[config.mk]
export PLATFORM = sky130hd
export DESIGN_NAME = flash_wstat_gen
export DESIGN_NICKNAME = d
export VERILOG_FILES = /design/src/rtl/fws_pkg.sv /design/src/rtl/fws_sector_eval.sv /design/src/rtl/fws_busy_timer.sv /design/src/rtl/fws_read_port.sv /design/src/rtl/flash_wstat_gen.sv
export SDC_FILE = /design/constraint.sdc
export NUM_CORES = 1
export LEC_CHECK = 0
export CORE_UTILIZATION = 48
export CTS_CLUSTER_SIZE = 10
export DETAILED_ROUTE_END_ITERATION = 7
export GPL_ROUTABILITY_DRIVEN = 0
export MAX_ROUTING_LAYER = met4
export PLACE_DENSITY = 0.84
export SYNTH_ARGS = -nofsm -noshare
export SYNTH_HDL_FRONTEND = slang
export SYNTH_SLANG_ARGS = --single-unit
export TNS_END_PERCENT = 30
[constraint.sdc]
create_clock -name clk -period 1.75 [get_ports clk]
set_input_delay 0.4375 -clock clk [delete_from_list [all_inputs] [get_ports clk]]
set_output_delay 0.4375 -clock clk [all_outputs]
set_load 0.05 [all_outputs]
[src/rtl/fws_pkg.sv]
package fws_pkg;

   typedef enum logic [1:0] {
      OP_PROG   = 2'd0,
      OP_SERASE = 2'd1,
      OP_CERASE = 2'd2,
      OP_RSVD   = 2'd3
   } fws_op_e;

   typedef enum logic [1:0] {
      ST_IDLE = 2'd0,
      ST_RUN  = 2'd1,
      ST_SUSP = 2'd2
   } fws_state_e;

   localparam logic [7:0] FILL_BYTE = 8'hFF;

   // status layout: bit 7 polling, bit 5 limit flag, rest zero
   function automatic logic [7:0] pack_status(input logic poll, input logic lim);
      return {poll, 1'b0, lim, 5'b00000};
   endfunction

   function automatic int max2(input int a, input int b);
      return (a > b) ? a : b;
   endfunction

endpackage

[src/rtl/fws_sector_eval.sv]
module fws_sector_eval
   import fws_pkg::*;
#(
   parameter int NSECT = 8,
   parameter int SC_W  = 4
) (
   input  fws_op_e          op,
   input  logic [NSECT-1:0] sel,
   input  logic [NSECT-1:0] prot,
   output logic [NSECT-1:0] valid_mask,
   output logic [SC_W-1:0]  work_cnt,
   output logic             none_work
);

   logic [NSECT-1:0] tgt;
   logic [NSECT-1:0] work;

   initial begin
      assert (NSECT >= 2) else $error("fws_sector_eval: NSECT must be at least 2");
      assert ((1 << SC_W) > NSECT) else $error("fws_sector_eval: SC_W too narrow");
   end

   for (genvar i = 0; i < NSECT; i++) begin : g_sect
      assign tgt[i]  = (op == OP_CERASE) ? 1'b1 : sel[i];
      assign work[i] = tgt[i] & ~prot[i];
   end

   always_comb begin
      work_cnt = '0;
      for (int i = 0; i < NSECT; i++) begin
         work_cnt = work_cnt + SC_W'(work[i]);
      end
   end

   assign none_work = (work == '0);

   always_comb begin
      if (op == OP_CERASE) begin
         valid_mask = none_work ? '1 : work;
      end else begin
         valid_mask = sel;
      end
   end

endmodule

[src/rtl/fws_busy_timer.sv]
module fws_busy_timer #(
   parameter int CNT_W     = 9,
   parameter int LIM_W     = 8,
   parameter int LIMIT_CYC = 200
) (
   input  logic             clk,
   input  logic             rst_n,
   input  logic             load,
   input  logic [CNT_W-1:0] load_val,
   input  logic             run,
   input  logic             work,
   output logic             last,
   output logic             lim_flag
);

   logic [CNT_W-1:0] cnt;
   logic [LIM_W-1:0] elapsed;

   initial begin
      assert (LIMIT_CYC >= 2) else $error("fws_busy_timer: LIMIT_CYC must be at least 2");
      assert ((1 << LIM_W) > LIMIT_CYC) else $error("fws_busy_timer: LIM_W too narrow");
   end

   assign last = run && (cnt == CNT_W'(1));

   always_ff @(posedge clk or negedge rst_n) begin
      if (!rst_n) begin
         cnt <= '0;
      end else if (load) begin
         cnt <= load_val;
      end else if (run && (cnt != '0)) begin
         cnt <= cnt - CNT_W'(1);
      end
   end

   always_ff @(posedge clk or negedge rst_n) begin
      if (!rst_n) begin
         elapsed  <= '0;
         lim_flag <= 1'b0;
      end else if (load || last) begin
         elapsed  <= '0;
         lim_flag <= 1'b0;
      end else if (run && work && !lim_flag) begin
         elapsed <= elapsed + LIM_W'(1);
         if (elapsed == LIM_W'(LIMIT_CYC - 1)) begin
            lim_flag <= 1'b1;
         end
      end
   end


   lim_sticky_chk: assert property (@(posedge clk) disable iff (!rst_n)
      (lim_flag && !last && !load) |=> lim_flag);


   freeze_chk: assert property (@(posedge clk) disable iff (!rst_n)
      (!run && !load) |=> $stable(cnt));

endmodule

[src/rtl/fws_read_port.sv]
module fws_read_port
   import fws_pkg::*;
#(
   parameter int ADDR_W    = 12,
   parameter int SECT_BITS = 3,
   parameter int NSECT     = 8
) (
   input  logic              clk,
   input  logic              rst_n,
   input  logic              rd_stb,
   input  logic [ADDR_W-1:0] rd_addr,
   input  logic              status_mode,
   input  logic              is_prog,
   input  logic [ADDR_W-1:0] prog_addr,
   input  logic [NSECT-1:0]  valid_mask,
   input  logic              poll,
   input  logic              lim,
   input  logic [7:0]        res_word,
   output logic [7:0]        stat_q
);

   logic [SECT_BITS-1:0] rd_sect;
   logic                 addr_ok;
   logic [7:0]           rd_next;

   assign rd_sect = rd_addr[ADDR_W-1 -: SECT_BITS];
   assign addr_ok = is_prog ? (rd_addr == prog_addr) : valid_mask[rd_sect];

   always_comb begin
      if (!status_mode) begin
         rd_next = res_word;
      end else if (addr_ok) begin
         rd_next = pack_status(poll, lim);
      end else begin
         rd_next = FILL_BYTE;
      end
   end

   always_ff @(posedge clk or negedge rst_n) begin
      if (!rst_n) begin
         stat_q <= FILL_BYTE;
      end else if (rd_stb) begin
         stat_q <= rd_next;
      end
   end


   bad_addr_chk: assert property (@(posedge clk) disable iff (!rst_n)
      (rd_stb && status_mode && !addr_ok) |=> (stat_q == FILL_BYTE));


   status_shape_chk: assert property (@(posedge clk) disable iff (!rst_n)
      (rd_stb && status_mode) |=> (stat_q[6] == 1'b1 || stat_q[4:0] == 5'b0));

endmodule

[src/rtl/flash_wstat_gen.sv]
module flash_wstat_gen
   import fws_pkg::*;
#(
   parameter int ADDR_W    = 12,
   parameter int SECT_BITS = 3,
   parameter int PROG_CYC  = 20,
   parameter int ERASE_CYC = 40,
   parameter int PPROT_CYC = 30,
   parameter int EPROT_CYC = 60,
   parameter int LIMIT_CYC = 200
) (
   input  logic                        clk,
   input  logic                        rst_n,
   input  logic                        start,
   input  logic [1:0]                  op_kind,
   input  logic [7:0]                  prog_data,
   input  logic [ADDR_W-1:0]           prog_addr,
   input  logic [(1<<SECT_BITS)-1:0]   sect_sel,
   input  logic [(1<<SECT_BITS)-1:0]   sect_prot,
   input  logic                        susp_req,
   input  logic                        resume_req,
   input  logic                        rd_stb,
   input  logic [ADDR_W-1:0]           rd_addr,
   output logic [7:0]                  stat_q,
   output logic                        busy,
   output logic                        status_mode
);

   localparam int NSECT     = 1 << SECT_BITS;
   localparam int SC_W      = $clog2(NSECT + 1);
   localparam int ERASE_MAX = ERASE_CYC * NSECT;
   localparam int MAX_DUR   = max2(max2(PROG_CYC, PPROT_CYC), max2(EPROT_CYC, ERASE_MAX));
   localparam int CNT_W     = $clog2(MAX_DUR + 1);
   localparam int LIM_W     = $clog2(LIMIT_CYC + 1);

   initial begin
      assert (SECT_BITS >= 1 && SECT_BITS < ADDR_W)
         else $error("flash_wstat_gen: SECT_BITS out of range");
      assert (PROG_CYC >= 2 && ERASE_CYC >= 2 && PPROT_CYC >= 2 && EPROT_CYC >= 2)
         else $error("flash_wstat_gen: busy durations must be at least 2");
      assert (LIMIT_CYC > PROG_CYC)
         else $error("flash_wstat_gen: limit must exceed program time");
   end

   fws_op_e              op_in;
   fws_op_e              op_q;
   fws_state_e           state;
   fws_state_e           state_nx;
   logic [7:0]           d_q;
   logic [ADDR_W-1:0]    addr_q;
   logic [NSECT-1:0]     mask_q;
   logic                 prot_q;
   logic [7:0]           res_word;

   logic [SECT_BITS-1:0] prog_sect;
   logic                 prog_prot;
   logic [NSECT-1:0]     valid_in;
   logic [SC_W-1:0]      work_cnt;
   logic                 none_work;
   logic                 accept;
   logic                 is_prog_in;
   logic                 prot_in;
   logic [CNT_W-1:0]     load_val;
   logic                 run;
   logic                 last;
   logic                 lim_flag;
   logic                 susp_ok;
   logic                 poll;

   assign op_in      = fws_op_e'(op_kind);
   assign prog_sect  = prog_addr[ADDR_W-1 -: SECT_BITS];
   assign prog_prot  = sect_prot[prog_sect];
   assign is_prog_in = (op_in == OP_PROG);
   assign accept     = start && (state == ST_IDLE) && (op_in != OP_RSVD);

   fws_sector_eval #(
      .NSECT (NSECT),
      .SC_W  (SC_W)
   ) u_sect (
      .op         (op_in),
      .sel        (sect_sel),
      .prot       (sect_prot),
      .valid_mask (valid_in),
      .work_cnt   (work_cnt),
      .none_work  (none_work)
   );

   always_comb begin
      if (is_prog_in) begin
         prot_in  = prog_prot;
         load_val = prog_prot ? CNT_W'(PPROT_CYC) : CNT_W'(PROG_CYC);
      end else begin
         prot_in  = none_work;
         load_val = none_work ? CNT_W'(EPROT_CYC)
                              : CNT_W'(ERASE_CYC) * CNT_W'(work_cnt);
      end
   end

   assign run = (state == ST_RUN);

   fws_busy_timer #(
      .CNT_W     (CNT_W),
      .LIM_W     (LIM_W),
      .LIMIT_CYC (LIMIT_CYC)
   ) u_timer (
      .clk      (clk),
      .rst_n    (rst_n),
      .load     (accept),
      .load_val (load_val),
      .run      (run),
      .work     (!prot_q),
      .last     (last),
      .lim_flag (lim_flag)
   );

   assign susp_ok = run && (op_q != OP_PROG) && !prot_q;

   always_comb begin
      state_nx = state;
      case (state)
         ST_IDLE: if (accept) state_nx = ST_RUN;
         ST_RUN: begin
            if (last) begin
               state_nx = ST_IDLE;
            end else if (susp_req && susp_ok) begin
               state_nx = ST_SUSP;
            end
         end
         ST_SUSP: if (resume_req) state_nx = ST_RUN;
         default: state_nx = ST_IDLE;
      endcase
   end

   always_ff @(posedge clk or negedge rst_n) begin
      if (!rst_n) begin
         state <= ST_IDLE;
      end else begin
         state <= state_nx;
      end
   end

   always_ff @(posedge clk or negedge rst_n) begin
      if (!rst_n) begin
         op_q   <= OP_PROG;
         d_q    <= '0;
         addr_q <= '0;
         mask_q <= '0;
         prot_q <= 1'b0;
      end else if (accept) begin
         op_q   <= op_in;
         d_q    <= prog_data;
         addr_q <= prog_addr;
         mask_q <= valid_in;
         prot_q <= prot_in;
      end
   end

   always_ff @(posedge clk or negedge rst_n) begin
      if (!rst_n) begin
         res_word <= FILL_BYTE;
      end else if (last && !prot_q) begin
         res_word <= (op_q == OP_PROG) ? d_q : FILL_BYTE;
      end
   end

   always_comb begin
      if (state == ST_SUSP) begin
         poll = 1'b1;
      end else if (op_q == OP_PROG) begin
         poll = ~d_q[7];
      end else begin
         poll = 1'b0;
      end
   end

   assign busy        = run;
   assign status_mode = (state != ST_IDLE);

   fws_read_port #(
      .ADDR_W    (ADDR_W),
      .SECT_BITS (SECT_BITS),
      .NSECT     (NSECT)
   ) u_rd (
      .clk         (clk),
      .rst_n       (rst_n),
      .rd_stb      (rd_stb),
      .rd_addr     (rd_addr),
      .status_mode (status_mode),
      .is_prog     (op_q == OP_PROG),
      .prog_addr   (addr_q),
      .valid_mask  (mask_q),
      .poll        (poll),
      .lim         (lim_flag),
      .res_word    (res_word),
      .stat_q      (stat_q)
   );


   restart_ignored_chk: assert property (@(posedge clk) disable iff (!rst_n)
      (status_mode && start) |=> ($stable(op_q) && $stable(d_q) && $stable(addr_q)));


   suspend_enter_chk: assert property (@(posedge clk) disable iff (!rst_n)
      (susp_ok && susp_req && !last) |=> (!busy && status_mode));


   nosusp_chk: assert property (@(posedge clk) disable iff (!rst_n)
      (busy && !susp_ok && !last) |=> busy);


   prot_nochange_chk: assert property (@(posedge clk) disable iff (!rst_n)
      (last && prot_q) |=> $stable(res_word));


   done_word_chk: assert property (@(posedge clk) disable iff (!rst_n)
      (last && !prot_q && op_q == OP_PROG) |=> (res_word == $past(d_q) && !status_mode));

endmodule

==> metrics, run 1 <==
root buffer cell=clkbuf_8; share of post-route cells with drive strength above 1=31.2%; WL per Instance=15.8 µm; Initial DRT Pass Iterations=6; syn_area_per_cell=8.91 µm²; RSZ-0062 raised after global routing=true; total power=8190 µW; placed cell area=5010 µm²; setup slack at placement=-3260 ps; Die ar.=8080 µm²; total track usage=26.3%; top cells by area, synth=dfrtp_1 34%, dfstp_2 11%, nand2_1 10%; cts hold-fix bufs=0; Worst IR Drop VDD=0.585 mV; required time of the critical path=1980 ps; Worst-Skew Late Latency=340 ps; most frequent cell after synthesis=nand2_1; Hold Crit Class=primary input to async pin; Max-Cap Viols=0; Synth Cell Area=3710 µm²; mux share of post-synthesis cell area=3.27%; Post-Syn Instances=416; Overflow after GRT=0; Cell Rows=31; biggest area consumer among synthesized cells=dfrtp_1; Final Hold Viols=0; Distinct cells, synth=50; kind of end point of the critical path=flop; largest family of logic cells by synthesized area=simple AND/OR/NAND/NOR gates; CTS tree=done; cell area after layout=5540 µm²; Initial Utilization=50.3%; Rel. slew slack=69.2%; die height=89.9 µm; Die X=89.9 µm; # setup viols final=27; fin nets=620; Post-synth top cells=102 x nand2_1, 53 x nor2_1, 51 x dfrtp_1; clk buf depth=2; fraction of the mapped netlist area in simple logic gates=23.5%; fin util=75.1%; Static Leak=0.00256 µW; via count of the routed design=3,605; Post-Syn Nets=487; fmax=245 MHz; worst path arrival time=4310 ps; hold slack=38.5 ps; CP startpoint kind=primary input; cts bufs inserted=9; clk slew on worst S/H paths=70 ps; Detailed Route Iter0 Violations=199; Tcrit/Tclk final=233%; CTS H-tree depth=3; P&R area growth vs syn=49.3%; Top FF cell, synth=dfrtp_1; Slowest cell on crit path=fa_1; worst reg-to-reg path cell count=6; PnR worst setup slack=-2330 ps; CTS sink cnt=67; worst-path fanout max=2; Vias/cell=5.52; Seq/Total Area, Yosys=45.8%; max-slew violation count=0; Clock Skews=8.76 ps; vias in the first global route=3,523; Synth top area share=34.4%; Synth async-reset ratio=100%; core area=7370 µm²; number of remaining DRC errors=0; Pwr Density=1480 nW/µm²; pin count of the biggest net entering global routing=32; Final ANT Viol Nets=0; flop2flop setup slack=-160 ps; CP Class=primary input to flop; first-pass GRT wire length=16,300 µm; Detail Placement HPWL=7050 µm; Synth Area in XOR/XNOR=6.14%; Synthesis Warnings=0; number of synthesized flops with an enable pin=0; register bit count reported by yosys=67; Top Ports=66; slowest stage delay, CP=460 ps; final WL=10,300 µm; antenna cells=0; worst path cell trace=buf_6 -> nor2b_4 -> buf_6 -> nor2_4 -> nor2_4 -> ha_4 -> inv_2 -> fa_1 -> inv_1 -> fa_1 -> fa_2 -> inv_2 -> fa_2 -> inv_2 -> ha_4 -> ha_4 -> fa_2 -> and2_4 -> a22o_1; Synth Area in Compound Gates=11.6%; status=finished, violations left; initial antenna violation count=0; failing checks=setup timing; Worst-Margin Slew=462 ps; Filler Cell Count=456; Port Buffers=65; adder-cell share of the synthesized area=6.07%; Period minus WS final=4080 ps
-- repair_timing --
item / CTS / global route
gates resized for setup: 42 / 36
setup buffers: 7 / 10
setup endpoints to repair: 34 / 36
pin swaps: 18 / 21
-- power by group --
part           switching, µW  internal (µW)  leakage (µW)  total, µW
clock network            580            689     0.0000991       1270
logic                   2130           1930       0.00165       4060
registers                527           2340      0.000808       2860
-- cell usage in the layout (no fill, tap or decap), types with 13 or more instances in the layout --
| master | n |
|---|---|
| buf_4 | 65 |
| clkdlybuf4s50_1 | 44 |
| nor2_1 | 48 |
| xor2_1 | 18 |
| dfstp_2 | 16 |
| dfrtp_1 | 49 |
| buf_12 | 13 |
| nand2_1 | 102 |
| a21oi_1 | 20 |
-- cell type report --
class	count	area, µm²	area share, %
Clock buffer	11	141	2.55
Clock inverter	5	52.6	0.949
Inverter	17	66.3	1.20
Multi-Input combinational cell	315	2090	37.8
Sequential cell	67	1700	30.7
Tap cell	99	124	2.24
Timing Repair Buffer	139	1360	24.6
-- critical path: cells and delay by family --
family,cells,cell delay [ps]
fa+ha+maj,8,2790
simple gates,4,450
buf+inv,6,430
compound gates,1,210
-- path summary, 6_finish.rpt --
path,start,endpoint
worst max-delay path,op_kind[1],u_timer.cnt[7]$_DFFE_PN0P_
worst min-delay path,rst_n,addr_q[0]$_DFFE_PN0P_
worst max register to register,u_timer.cnt[7]$_DFFE_PN0P_,u_timer.cnt[7]$_DFFE_PN0P_
worst min register to register,mask_q[5]$_DFFE_PN0P_,mask_q[5]$_DFFE_PN0P_
max in group asynchronous,rst_n,res_word[7]$_DFFE_PN1P_
min in group clk,op_kind[0],op_q[0]$_DFFE_PN0P_
-- registers in the layout (all words and copies together), names as in the netlist, 2 cells and up --
register,flops
addr_q,12
d_q,8
mask_q,8
op_q,2
res_word,8
state,2
u_rd.stat_q,8
u_timer.cnt,9
u_timer.elapsed,8
-- stage by stage --
step / setup TNS (ps) / instances
6_report: -11320 / 653
5_1_grt: -13150 / 653
4_1_cts: -11190 / 644
3_5_place_dp: -31450 / 621
3_3_place_gp: -28650 / 621
2_1_floorplan: -18310 / 416
-- routing by layer --
metal | share of wire (%) | wire length [µm] | global-route usage [%] | vias up
li1 | - | - | - | 1675
met1 | 38 | 3880 | 28.9 | 1740
met2 | 53 | 5500 | 46.5 | 159
met3 | 6.6 | 678 | 5.50 | 31
met4 | 2.7 | 280 | 10.2 | 0
met5 | 0 | 0 | - | -
-- cells by family (layout without fill, tap and decap cells) --
kind of cell,after synthesis,after routing
adder cells (fa/ha/maj),15,15
flip-flops,67,67
XOR/XNOR,26,26
AO/OA/AOI/OAI,71,71
multiplexers,7,7
AND/OR/NAND/NOR,196,196
buffers and inverters,34,172
No activity file was read; power rests on OpenSTA's default activity.
==> run 2, diff against run 1 <==
CORE_MARGIN = 2   (was unset)
==> run 2 against run 1 <==
  * The run still ends with setup timing left
  * Highest routed layer unchanged
  * Fmax about the same
  * Register-to-register slack about the same
  * Total power down 1.9%
==> metrics, run 2 (same netlist as run 1, synthesis figures left out) <==
status=finished, violations left; failing checks=setup timing; core area=7610 µm² (+3.2%); via count of the routed design=3,464 (-3.9%); worst path arrival time=4320 ps (about the same); Period minus WS final=4080 ps (+3.86 ps); Pwr Density=1470 nW/µm² (-0.37%); CP startpoint kind=primary input; slowest stage delay, CP=480 ps (+20 ps); Static Leak=0.00251 µW (-1.8%); Die X=91.9 µm (+2.2%); PnR worst setup slack=-2330 ps (-3.86 ps); fmax=245 MHz (about the same); total power=8040 µW (-1.9%); P&R area growth vs syn=47.1%; number of remaining DRC errors=0 (unchanged); Hold Crit Class=primary input to async pin; Rel. slew slack=77.2% (+8.0 points); most common cell after layout, fill and taps aside=nand2_1; Worst IR Drop VDD=0.543 mV (-7.2%); max-slew violation count=0 (unchanged); CP Class=primary input to flop; Most flops, register=addr_q; Final Hold Viols=0 (unchanged); kind of end point of the critical path=flop; vias in the first global route=3,467 (-1.6%); total track usage=24.0% (-2.2 points); Post-Layout Cell Count=642 (-1.7%); first-pass GRT wire length=15,800 µm (-3.3%); WP buf/inv=6 (unchanged); CTS H-tree depth=3 (unchanged); Slowest cell on crit path=fa_1; CTS tree=done; Detail Placement HPWL=6850 µm (-2.9%); clk slew on worst S/H paths=80 ps (about the same); Initial DRT Pass Iterations=4 (-2); cell area after layout=5450 µm² (-1.5%); root buffer cell=clkbuf_8; Vias/cell=5.40 (-2.3%); Initial Utilization=48.7% (-1.6 points); Worst path most repeated cell=inv_2; fin util=71.7% (-3.4 points); worst path cell trace=buf_6 -> nor2b_4 -> buf_6 -> nor2_4 -> nor2_4 -> ha_4 -> inv_2 -> fa_1 -> inv_2 -> fa_1 -> fa_2 -> inv_2 -> fa_2 -> inv_2 -> ha_4 -> ha_4 -> fa_2 -> xnor2_1 -> nor2_1 -> a32o_1; Worst-Margin Slew=342 ps (-120 ps); fin nets=606 (-2.3%); CTS sink cnt=67 (unchanged); Port Buffers=65 (unchanged); Max-Cap Viols=0 (unchanged); Worst path top cell family by delay=adder cells; placed cell area=4960 µm² (-0.92%); antenna cells=0 (unchanged); Top Ports=66 (unchanged); initial antenna violation count=0 (unchanged); GRT met1 Usage=26.5% (-2.4 points); most frequent cells in the layout=102 x nand2_1, 55 x buf_4, 49 x dfrtp_1; share of post-route cells with drive strength above 1=30.4% (-0.86 points); WL per Instance=15.5 µm (-2.0%); final WL=9960 µm (-3.7%); required time of the critical path=1990 ps (about the same); cts hold-fix bufs=0 (unchanged); Die ar.=8440 µm² (+4.5%); Tcrit/Tclk final=233% (about the same); RSZ-0062 raised after global routing=true; Largest register FFs=12 (unchanged); routing usage on met3=3.45% (-2.0 points); Worst-Skew Late Latency=340 ps (about the same); Cell Rows=32 (+3.2%); pin count of the biggest net entering global routing=68 (+110%); met2 Track Usage GR=43.9% (-2.7 points); Overflow after GRT=0 (unchanged); cts bufs inserted=9 (unchanged); clk buf depth=2 (unchanged); setup slack at placement=-3210 ps (+53.2 ps); GRT busiest layer=met2; die height=91.9 µm (+2.2%); Detailed Route Iter0 Violations=209 (+5.0%); Final ANT Viol Nets=0 (unchanged); Clock Skews=7.80 ps (-0.956 ps); worst-path fanout max=2 (unchanged); largest registers=addr_q x12, u_timer.cnt x9; Cells after DPL=619 (-0.32%); # setup viols final=16 (-41%)
-- run 2: cell count changes in the layout (fill, tap and decap cells not counted), moves of 3 or more --
cell             delta
buf_4              -10
nor2_1              -3
clkdlybuf4s50_1     -3
dlymetal6s2s_1      +3
nor2_2              +3
-- run 2: layout make-up --
type,count,area [µm²]
well taps,102,128
inverters,17,66.3
repair buffers,125,1240
multi-input cells,315,2120
fillers,509,2150
clock buffers,10,138
flip-flops and latches,67,1700
clock inverters,6,65.1
-- run 2: worst paths after layout --
path                                                   end  cells after the start  slack [ps]                  startpoint
min in group clk                       op_q[1]$_DFFE_PN0P_                      4         440                  op_kind[1]
max in group asynchronous          res_word[7]$_DFFE_PN1P_                      2        1330                       rst_n
worst max register to register  u_timer.cnt[6]$_DFFE_PN0P_                      5        -170  u_timer.cnt[4]$_DFFE_PN0P_
worst max-delay path            u_timer.cnt[8]$_DFFE_PN0P_                     20       -2330                  op_kind[1]
worst min-delay path                 addr_q[3]$_DFFE_PN0P_                      2         110                       rst_n
worst min register to register         op_q[1]$_DFFE_PN0P_                      2         470         op_q[1]$_DFFE_PN0P_
-- run 2: routing by layer --
metal  up-vias  share of wire (%)
li1       1636                  -
met1      1685                 39
met2       128                 55
met3        15                5.0
met4         0                1.6
met5         -                  0
-- run 2: report_power, final --
part	switching [µW]	total, µW	internal (µW)
clock	613	1310	696
combinational	2060	3870	1800
sequential	523	2860	2340
-- run 2: what timing repair did --
item | in CTS | in global routing
resized for setup | 37 | 45
buffers inserted | 3 | 6
hold endpoints to repair | 0 | 0
pin swaps | 18 | 24
endpoints found under the setup margin | 35 | 36
-- run 2: stage by stage --
step | setup TNS [ps] | hold slack [ps]
finish | -10620 | 106
global route | -11850 | 135
CTS | -11180 | 107
detailed placement | -30280 | 459
global placement | -28210 | 450
floorplan | -18310 | 142
